File: src/rtl/lpic_pkg.sv
package lpic_pkg;
  localparam int NUM_IRQ = 3;

  typedef logic [1:0] route_t;

  typedef enum logic [1:0] {
    SEL_ERR  = 2'd0,
    SEL_IRQ1 = 2'd1,
    SEL_IRQ2 = 2'd2,
    SEL_IRQ3 = 2'd3
  } rd_sel_e;

  function automatic int max_int(input int a, input int b);
    return (a > b) ? a : b;
  endfunction
endpackage

File: src/rtl/lpic_router.sv
module lpic_router
  import lpic_pkg::*;
#(
  parameter int N_EVT = 8
) (
  input  logic [N_EVT-1:0]               evt_i,
  input  logic [2*N_EVT-1:0]             route_i,
  output logic [NUM_IRQ-1:0][N_EVT-1:0]  hit_o
);
  for (genvar k = 0; k < NUM_IRQ; k++) begin : g_out
    for (genvar e = 0; e < N_EVT; e++) begin : g_src
      // code 0 matches no output, so the source is off
      assign hit_o[k][e] = evt_i[e] && (route_i[2*e +: 2] == route_t'(k + 1));
    end
  end
endmodule

File: src/rtl/lpic_channel.sv
module lpic_channel #(
  parameter int N_EVT        = 8,
  parameter int PULSE_CYCLES = 16
) (
  input  logic             clk,
  input  logic             rst,
  input  logic [N_EVT-1:0] hit_i,
  input  logic             clr_i,
  input  logic             mask_i,
  input  logic             pulse_mode_i,
  output logic [N_EVT-1:0] stat_o,
  output logic             irq_n_o
);
  localparam int CW = $clog2(PULSE_CYCLES + 1);

  logic [N_EVT-1:0] stat_q, stat_d;
  logic [CW-1:0]    cnt_q, cnt_d;
  logic             irq_n_q;
  logic             drive;

  always_comb begin
    // new events win over a clear in the same cycle
    stat_d = (clr_i ? '0 : stat_q) | hit_i;
    if (!pulse_mode_i)
      cnt_d = '0;
    else if ((|hit_i) && !mask_i)
      cnt_d = CW'(PULSE_CYCLES);
    else if (cnt_q != '0)
      cnt_d = cnt_q - 1'b1;
    else
      cnt_d = '0;
    drive = pulse_mode_i ? (cnt_d != '0) : (|stat_d);
  end

  always_ff @(posedge clk) begin
    if (rst) begin
      stat_q  <= '0;
      cnt_q   <= '0;
      irq_n_q <= 1'b1;
    end else begin
      stat_q  <= stat_d;
      cnt_q   <= cnt_d;
      irq_n_q <= ~(drive & ~mask_i);
    end
  end

  assign stat_o  = stat_q;
  assign irq_n_o = irq_n_q;

  AST_STAT_KEEP: assert property (@(posedge clk) disable iff (rst)
    !clr_i |=> ((stat_q & $past(stat_q)) == $past(stat_q)));
  AST_EVT_LATCH: assert property (@(posedge clk) disable iff (rst)
    (|hit_i) |=> ((stat_q & $past(hit_i)) == $past(hit_i)));
  AST_READ_CLEAR: assert property (@(posedge clk) disable iff (rst)
    (clr_i && !(|hit_i)) |=> (stat_q == '0));
  AST_LEVEL_PIN: assert property (@(posedge clk) disable iff (rst)
    (!$past(pulse_mode_i) && !$past(mask_i) && (|stat_q)) |-> !irq_n_q);
  AST_PULSE_IDLE: assert property (@(posedge clk) disable iff (rst)
    ($past(pulse_mode_i) && (cnt_q == '0)) |-> irq_n_q);
  AST_MASK_PIN: assert property (@(posedge clk) disable iff (rst)
    $past(mask_i) |-> irq_n_q);
endmodule

File: src/rtl/lpic_err.sv
module lpic_err #(
  parameter int N_ERR = 4
) (
  input  logic             clk,
  input  logic             rst,
  input  logic [N_ERR-1:0] cond_i,
  input  logic             clr_i,
  output logic [N_ERR-1:0] stat_o,
  output logic             err_n_o
);
  logic [N_ERR-1:0] cond_q, stat_q, stat_d, rise;
  logic             err_n_q;

  always_comb begin
    rise   = cond_i & ~cond_q;
    stat_d = (stat_q & cond_i & {N_ERR{~clr_i}}) | rise;
  end

  always_ff @(posedge clk) begin
    if (rst) begin
      cond_q  <= '0;
      stat_q  <= '0;
      err_n_q <= 1'b1;
    end else begin
      cond_q  <= cond_i;
      stat_q  <= stat_d;
      err_n_q <= ~(|stat_d);
    end
  end

  assign stat_o  = stat_q;
  assign err_n_o = err_n_q;

  AST_ERR_NEEDS_COND: assert property (@(posedge clk) disable iff (rst)
    1'b1 |=> ((stat_q & ~$past(cond_i)) == '0));
  AST_ERR_READ_CLEAR: assert property (@(posedge clk) disable iff (rst)
    (clr_i && (rise == '0)) |=> (stat_q == '0));
  AST_ERR_PIN: assert property (@(posedge clk) disable iff (rst)
    (|stat_q) |-> !err_n_q);
endmodule

File: src/rtl/lpic_top.sv
module lpic_top
  import lpic_pkg::*;
#(
  parameter  int N_EVT        = 8,
  parameter  int N_ERR        = 4,
  parameter  int PULSE_CYCLES = 16,
  localparam int RD_W         = max_int(N_EVT, N_ERR)
) (
  input  logic               clk,
  input  logic               rst,
  input  logic [N_EVT-1:0]   evt_stb,
  input  logic [2*N_EVT-1:0] evt_route,
  input  logic [2:0]         irq_mask,
  input  logic [2:0]         irq_pulse_mode,
  input  logic [N_ERR-1:0]   err_cond,
  input  logic               rd_en,
  input  logic [1:0]         rd_sel,
  output logic [RD_W-1:0]    rd_data,
  output logic [2:0]         irq_n,
  output logic               err_n
);
  logic [NUM_IRQ-1:0][N_EVT-1:0] hit, ch_stat;
  logic [N_ERR-1:0]              err_stat;
  logic [RD_W-1:0]               rd_mux, rd_q;
  logic                          err_clr;

  lpic_router #(.N_EVT(N_EVT)) u_router (
    .evt_i   (evt_stb),
    .route_i (evt_route),
    .hit_o   (hit)
  );

  for (genvar k = 0; k < NUM_IRQ; k++) begin : g_ch
    logic clr;
    assign clr = rd_en && (rd_sel == 2'(k + 1));
    lpic_channel #(.N_EVT(N_EVT), .PULSE_CYCLES(PULSE_CYCLES)) u_ch (
      .clk          (clk),
      .rst          (rst),
      .hit_i        (hit[k]),
      .clr_i        (clr),
      .mask_i       (irq_mask[k]),
      .pulse_mode_i (irq_pulse_mode[k]),
      .stat_o       (ch_stat[k]),
      .irq_n_o      (irq_n[k])
    );
  end

  assign err_clr = rd_en && (rd_sel == SEL_ERR);

  lpic_err #(.N_ERR(N_ERR)) u_err (
    .clk     (clk),
    .rst     (rst),
    .cond_i  (err_cond),
    .clr_i   (err_clr),
    .stat_o  (err_stat),
    .err_n_o (err_n)
  );

  always_comb begin
    rd_mux = '0;
    if (rd_sel == SEL_ERR)
      rd_mux[N_ERR-1:0] = err_stat;
    else
      rd_mux[N_EVT-1:0] = ch_stat[rd_sel - 2'd1];
  end

  always_ff @(posedge clk) begin
    if (rst)        rd_q <= '0;
    else if (rd_en) rd_q <= rd_mux;
  end

  assign rd_data = rd_q;

  AST_RD_HOLD: assert property (@(posedge clk) disable iff (rst)
    !rd_en |=> $stable(rd_data));
endmodule

File: config.mk
export PLATFORM = sky130hd
export DESIGN_NAME = lpic_top
export DESIGN_NICKNAME = d
export VERILOG_FILES = /design/src/rtl/lpic_pkg.sv /design/src/rtl/lpic_router.sv /design/src/rtl/lpic_channel.sv /design/src/rtl/lpic_err.sv /design/src/rtl/lpic_top.sv
export SDC_FILE = /design/constraint.sdc
export NUM_CORES = 1
export LEC_CHECK = 0
export BUFFER_PORTS_ARGS = -buffer_cell sky130_fd_sc_hd__buf_2
export CAP_MARGIN = 20
export CORE_ASPECT_RATIO = 1.25
export CORE_MARGIN = 3
export CORE_UTILIZATION = 40
export DETAILED_ROUTE_END_ITERATION = 7
export SKIP_CTS_REPAIR_TIMING = 1
export SLEW_MARGIN = 5
export SYNTH_ARGS = -nofsm -noshare
export SYNTH_HDL_FRONTEND = slang
export SYNTH_SLANG_ARGS = --single-unit
File: constraint.sdc
create_clock -name clk -period 2.13 [get_ports clk]
set_input_delay 0.426 -clock clk [delete_from_list [all_inputs] [get_ports clk]]
set_output_delay 0.426 -clock clk [all_outputs]
set_load 0.02 [all_outputs]
Word level (Yosys, flattened, before mapping). Cells that the tools add are included.

Add/subtract/negate cells: 4. Magnitude comparators: 1. Eq/ne operators: 27. Multiplexer cells: 19. Bitwise operators: 19. Reductions and logical operators: 48.

Operators by type and width (number): $reduce_or 8->1 (6); $mux 5 (9); $eq 2x2->1 const B (18); $mux 8 (4); $logic_and 1x1->1 (31); $reduce_bool 5->1 (6); $or 8x8->8 (3); $eq 2x1->1 const B (9); $bmux 8 s2 (1); $sub 5x1->5 const B (3); $and 4x4->4 (3); $mux 4 (2); $not 1->1 (8); $not 4->4 (1); $or 4x4->4 (1); $reduce_or 4->1 (1); $and 1x1->1 (3); $logic_not 1->1 (3); $lt 2x3->1 const B (1); $mux 1 (3); $logic_not 2->1 (1); $sub 2x1->2 const B (1).

Register bits: 59. Output and inout bits: 12. Word-level logic and storage cells: 131.

Longest topological paths before layout.
Word-level depth: 10. Depth in mapped cells: 8.

By module. Synthesis repeated with hierarchy kept, for this count alone.

Cells, all modules: 305. Area, all modules: 2962.8 sq um.

Modules (own cells, without submodules): lpic_channel (times used 3, cells each 62, area an instance 604.3 sq um, sequential area each 280.3 sq um); lpic_top (times used 1, cells each 63, area an instance 635.6 sq um, sequential area each 160.2 sq um); lpic_err (times used 1, cells each 32, area an instance 314.1 sq um, sequential area each 180.2 sq um); lpic_router (times used 1, cells each 24, area an instance 200.2 sq um, sequential area each 0.0 sq um).

Worst setup path before layout. Ideal clock, no wire load.

Kind: input to register. From: in rd_sel[0]. To: reg rd_q[1] (netlist: rd_data[1]). Setup time: 132 ps. Arrival time: 1717 ps. Slack: 281 ps. Stages on the path: 7. Buffers on the path: 1. Cell sequence: inv_1 -> ha_1 -> buf_2 -> mux2_2 -> a221o_1 -> nand3_1 -> a21oi_1.

Cells in the longest elaborated chain, start to end: 4.

RTL lines: from (decl) (line lpic_top.sv:17) `input logic [1:0] rd_sel,`; $sub 2x1->2 (line lpic_top.sv:64) `rd_mux[N_EVT-1:0] = ch_stat[rd_sel - 2'd1];`; $bmux 8 s2 (line lpic_top.sv:64); $mux 8 (implied by the code) (line lpic_top.sv:64); $mux 4 (*) (line lpic_top.sv:61) `if (rd_sel == SEL_ERR)`; to (signal assigned) (line lpic_top.sv:69) `else if (rd_en) rd_q <= rd_mux;`; to (decl) (line lpic_top.sv:24) `logic [RD_W-1:0] rd_mux, rd_q;`.

Every way passes the cells marked *; elsewhere a longest branch is shown, timed or not. The select of a mux whose other input is x is not followed. A chain may end at the register's enable or synchronous reset.

Worst setup path after layout. Same ends and word-level chain as after synthesis.

==> results.sh <==
export IMPL_clock_skew_ns=0.0104
export IMPL_multi_input_area_sq_um=1470
export IMPL_met2_usage=0.290
export IMPL_timing_rr_start="g_ch[1].u_ch.cnt_q[0]$_SDFF_PP0_"
export IMPL_r2r_worst_path_cells=6
export IMPL_start_util=0.416
export IMPL_cts_tree="done"
export IMPL_hold_path_depth=3
export IMPL_synth_ff_type="dfxtp_1"
export IMPL_yosysTopAreaCellShare=0.427
export IMPL_fp_coreArea_sq_um=6650
export IMPL_outcome="completed"
export IMPL_max_slew_margin=0.694
export IMPL_synth_cell_area_sq_um=2770
export IMPL_grt_antenna_before_repair=0
export IMPL_wl_per_cell_um=14.7
export IMPL_setup_viol=0
export IMPL_synth_top_family_by_area="simple AND/OR/NAND/NOR gates"
export IMPL_die_h_um=99.0
export IMPL_cts_sink_count=59
export IMPL_fmax_ghz=0.601
export IMPL_required_ns=2.34
export IMPL_finalSetupTns_ns=0
export IMPL_final_nets=411
export IMPL_startpoint="rd_sel[0]"
export IMPL_dp_hpwl_um=5210
export IMPL_drc=0
export IMPL_ys_seq_elements=59
export IMPL_ir_drop_mv=0.387
export IMPL_cts_buffer_depth=2
export IMPL_die_area_sq_um=7960
export IMPL_end_kind="flop"
export IMPL_grtUsageTotal=0.182
export IMPL_rsz0062_at_grt="false"
export IMPL_worstPathCellList="buf_2, inv_1, ha_1, mux2_2, a221o_1, nand3_1, a21oi_1"
export IMPL_clkLatencyLatePin_ns=0.35
export IMPL_path_max_fanout=9
export IMPL_whs_endpoint="g_ch[2].u_ch.irq_n_o$_SDFF_PP1_"
export IMPL_fillerInstances=671
export IMPL_cts_max_level=3
export IMPL_cts_inserted_buffers=9
export IMPL_syn_area_per_cell_sq_um=8.98
export IMPL_synth_area_mux_share=0.0308
export IMPL_gp_congestion=0.807
export IMPL_arrival_ns=1.88
export IMPL_r2r_end="g_ch[1].u_ch.irq_n_o$_SDFF_PP1_"
export IMPL_syn_nets=354
export IMPL_via_count=2436
export IMPL_grt_ovfl_total=0
export IMPL_ys_seq_area_frac=0.427
export IMPL_io_buffers=50
export IMPL_ios=51
export IMPL_cts_clk_slew_worst_paths_ns=0.07
export IMPL_hold_path_startpoint="irq_mask[2]"
export IMPL_antenna_cells=0
export IMPL_die_w_um=80.4
export IMPL_seqCellArea_sq_um=1180
export IMPL_synthAdderAreaFrac=0.0317
export IMPL_netlist_cell_type_count=40
export IMPL_tightest_slew_ns=0.448
export IMPL_rows=33
export IMPL_synth_compound_area_frac=0.192
export IMPL_p_leak_nw=1.45
export IMPL_hold_violations=0
export IMPL_totalWireLength_um=6730
export IMPL_antenna_left=0
export IMPL_synth_edf_count=0
export IMPL_drtPass1Iterations=4
export IMPL_rrSetupSlack_ns=0.57
export IMPL_p_per_area_nw_per_um2=744
export IMPL_yosysWarnings=0
export IMPL_slew_violations=0
export IMPL_fin_crit_sh=0.781
export IMPL_grt_max_degree=39
export IMPL_power_mw=2.45
export IMPL_first_global_vias=2342
export IMPL_cp_slowest_stage_delay_ns=0.40
export IMPL_worstSetupStartpointType="primary input"
export IMPL_cap_violations=0
export IMPL_grt_pass1_wl_um=11100
export IMPL_synthSimpleGateAreaFrac=0.261
export IMPL_final_core_util=0.495
export IMPL_gr_max_usage_layer="met2"
export IMPL_synth_xor_area_share=0.0158
export IMPL_hold_class="primary input to flop"
export IMPL_vias_per_cell=5.33
export IMPL_drive_gt1_frac=0.224
export IMPL_synth_top_cell_by_area="dfxtp_1"
export IMPL_met1_usage=0.231
export IMPL_grt_met3_usage=0.0457
export IMPL_cpMaxStageDelayCell="ha_1"
export IMPL_synthTopCellsByArea="dfxtp_1 (43%), a21oi_1 (5.6%), and3b_1 (5.1%)"
export IMPL_min_period_ns=1.66
export IMPL_worstSetupPathType="primary input to flop"
export IMPL_drt_initial_drc_count=123
export IMPL_async_flop_share=0
export IMPL_area_delta_synth_final_pct=18.9
export IMPL_clock_root_buffer="clkbuf_8"
export IMPL_synth_cells=308
[worst max-delay path: cells and delay by family]
kind,cells,cell delay (ns)
AO/OA/AOI/OAI,2,0.36
adder cells (fa/ha/maj),1,0.40
buffers and inverters,2,0.25
multiplexers,1,0.37
AND/OR/NAND/NOR,1,0.08
[flip-flops by register name, indices dropped and copies added, names as in the netlist]
| register | cells |
|---|---|
| u_err.err_n_o | 1 |
| g_ch.u_ch.cnt_q | 15 |
| u_err.stat_o | 4 |
| u_err.cond_q | 4 |
| rd_data | 8 |
| g_ch.u_ch.stat_o | 24 |
| g_ch.u_ch.irq_n_o | 3 |
[through the flow]
step	instances	area [sq um]	worst slack, ns	hold slack [ns]
final	457	3290	0.467	0.315
after global placement	441	3120	0.160	0.446
after global routing	457	3290	0.297	0.340
after floorplan	308	2770	0.281	0.418
after CTS	457	3290	0.471	0.314
after detailed placement	441	3120	0.109	0.445
[synthesized netlist by cell type, types with 3 or more instances]
cell type,number
o211a_1,3
mux2i_1,4
xnor2_1,5
nor2_1,34
dfxtp_1,59
buf_4,3
o211ai_1,4
nand3_1,6
nand4_1,4
nor2b_1,12
nor3_1,17
a21oi_1,31
nand2b_1,11
o21a_1,6
and3b_1,16
a221o_1,4
a2111oi_0,9
ha_1,7
buf_2,4
o2bb2ai_1,3
inv_1,11
nor4_1,5
a21boi_0,8
and3_1,8
nand2_2,3
nand2_1,7
mux2_2,4
[worst max-delay path by stage]
stage                                    endpoint  slack [ns]  cells past startpoint
after floorplan           rd_data[1]$_SDFFE_PP0P_        0.28                      7
after global placement    rd_data[1]$_SDFFE_PP0P_        0.16                      7
after detailed placement  rd_data[1]$_SDFFE_PP0P_        0.11                      7
after CTS                 rd_data[1]$_SDFFE_PP0P_        0.47                      7
after global routing      rd_data[1]$_SDFFE_PP0P_        0.30                      7
final                     rd_data[1]$_SDFFE_PP0P_        0.47                      7
[cell usage in the layout (no fill, tap or decap), types with 4 or more instances in the layout]
| cell type | count |
|---|---|
| buf_2 | 50 |
| a21oi_1 | 31 |
| a21boi_0 | 8 |
| ha_1 | 7 |
| nand3_1 | 6 |
| a221o_1 | 4 |
| mux2i_1 | 4 |
| clkbuf_8 | 10 |
| dfxtp_1 | 59 |
| and3b_1 | 16 |
| nor4_1 | 5 |
| a2111oi_0 | 9 |
| o21a_1 | 6 |
| nand2b_1 | 11 |
| inv_1 | 11 |
| nor3_1 | 17 |
| mux2_2 | 4 |
| and3_1 | 8 |
| o211ai_1 | 4 |
| nand4_1 | 4 |
| xnor2_1 | 5 |
| nor2b_1 | 12 |
| nand2_1 | 7 |
| buf_4 | 8 |
| nor2_1 | 34 |
[power breakdown]
| group | internal (mW) | total (mW) | switching, mW |
|---|---|---|---|
| Combinational | 0.161 | 0.356 | 0.195 |
| Sequential | 1.16 | 1.19 | 0.0336 |
| Clock | 0.452 | 0.899 | 0.447 |
| Total | 1.77 | 2.45 | 0.676 |
[per-layer routing]
metal  vias to the layer above  wire length, um
met5                         -                0
met4                         0              150
met3                        13              352
met2                        60             3280
met1                      1126             2950
li1                       1237                -
[cells by family (layout without fill, tap and decap cells)]
kind of cell	Yosys count	count (layout)
flops	59	59
mux	8	8
fa+ha+maj	7	7
simple gates	128	128
xor+xnor	5	5
compound gates	77	77
buf+inv	24	86
[layout make-up]
cell class                 instances  area share
clock inverter                     4     0.00799
clock buffer                      12      0.0441
tap                               87      0.0331
sequential                        59       0.359
timing repair buffer              58      0.0944
inverter                          12      0.0137
multi-input combinational        225       0.447
No activity file was read; power rests on OpenSTA's default activity.
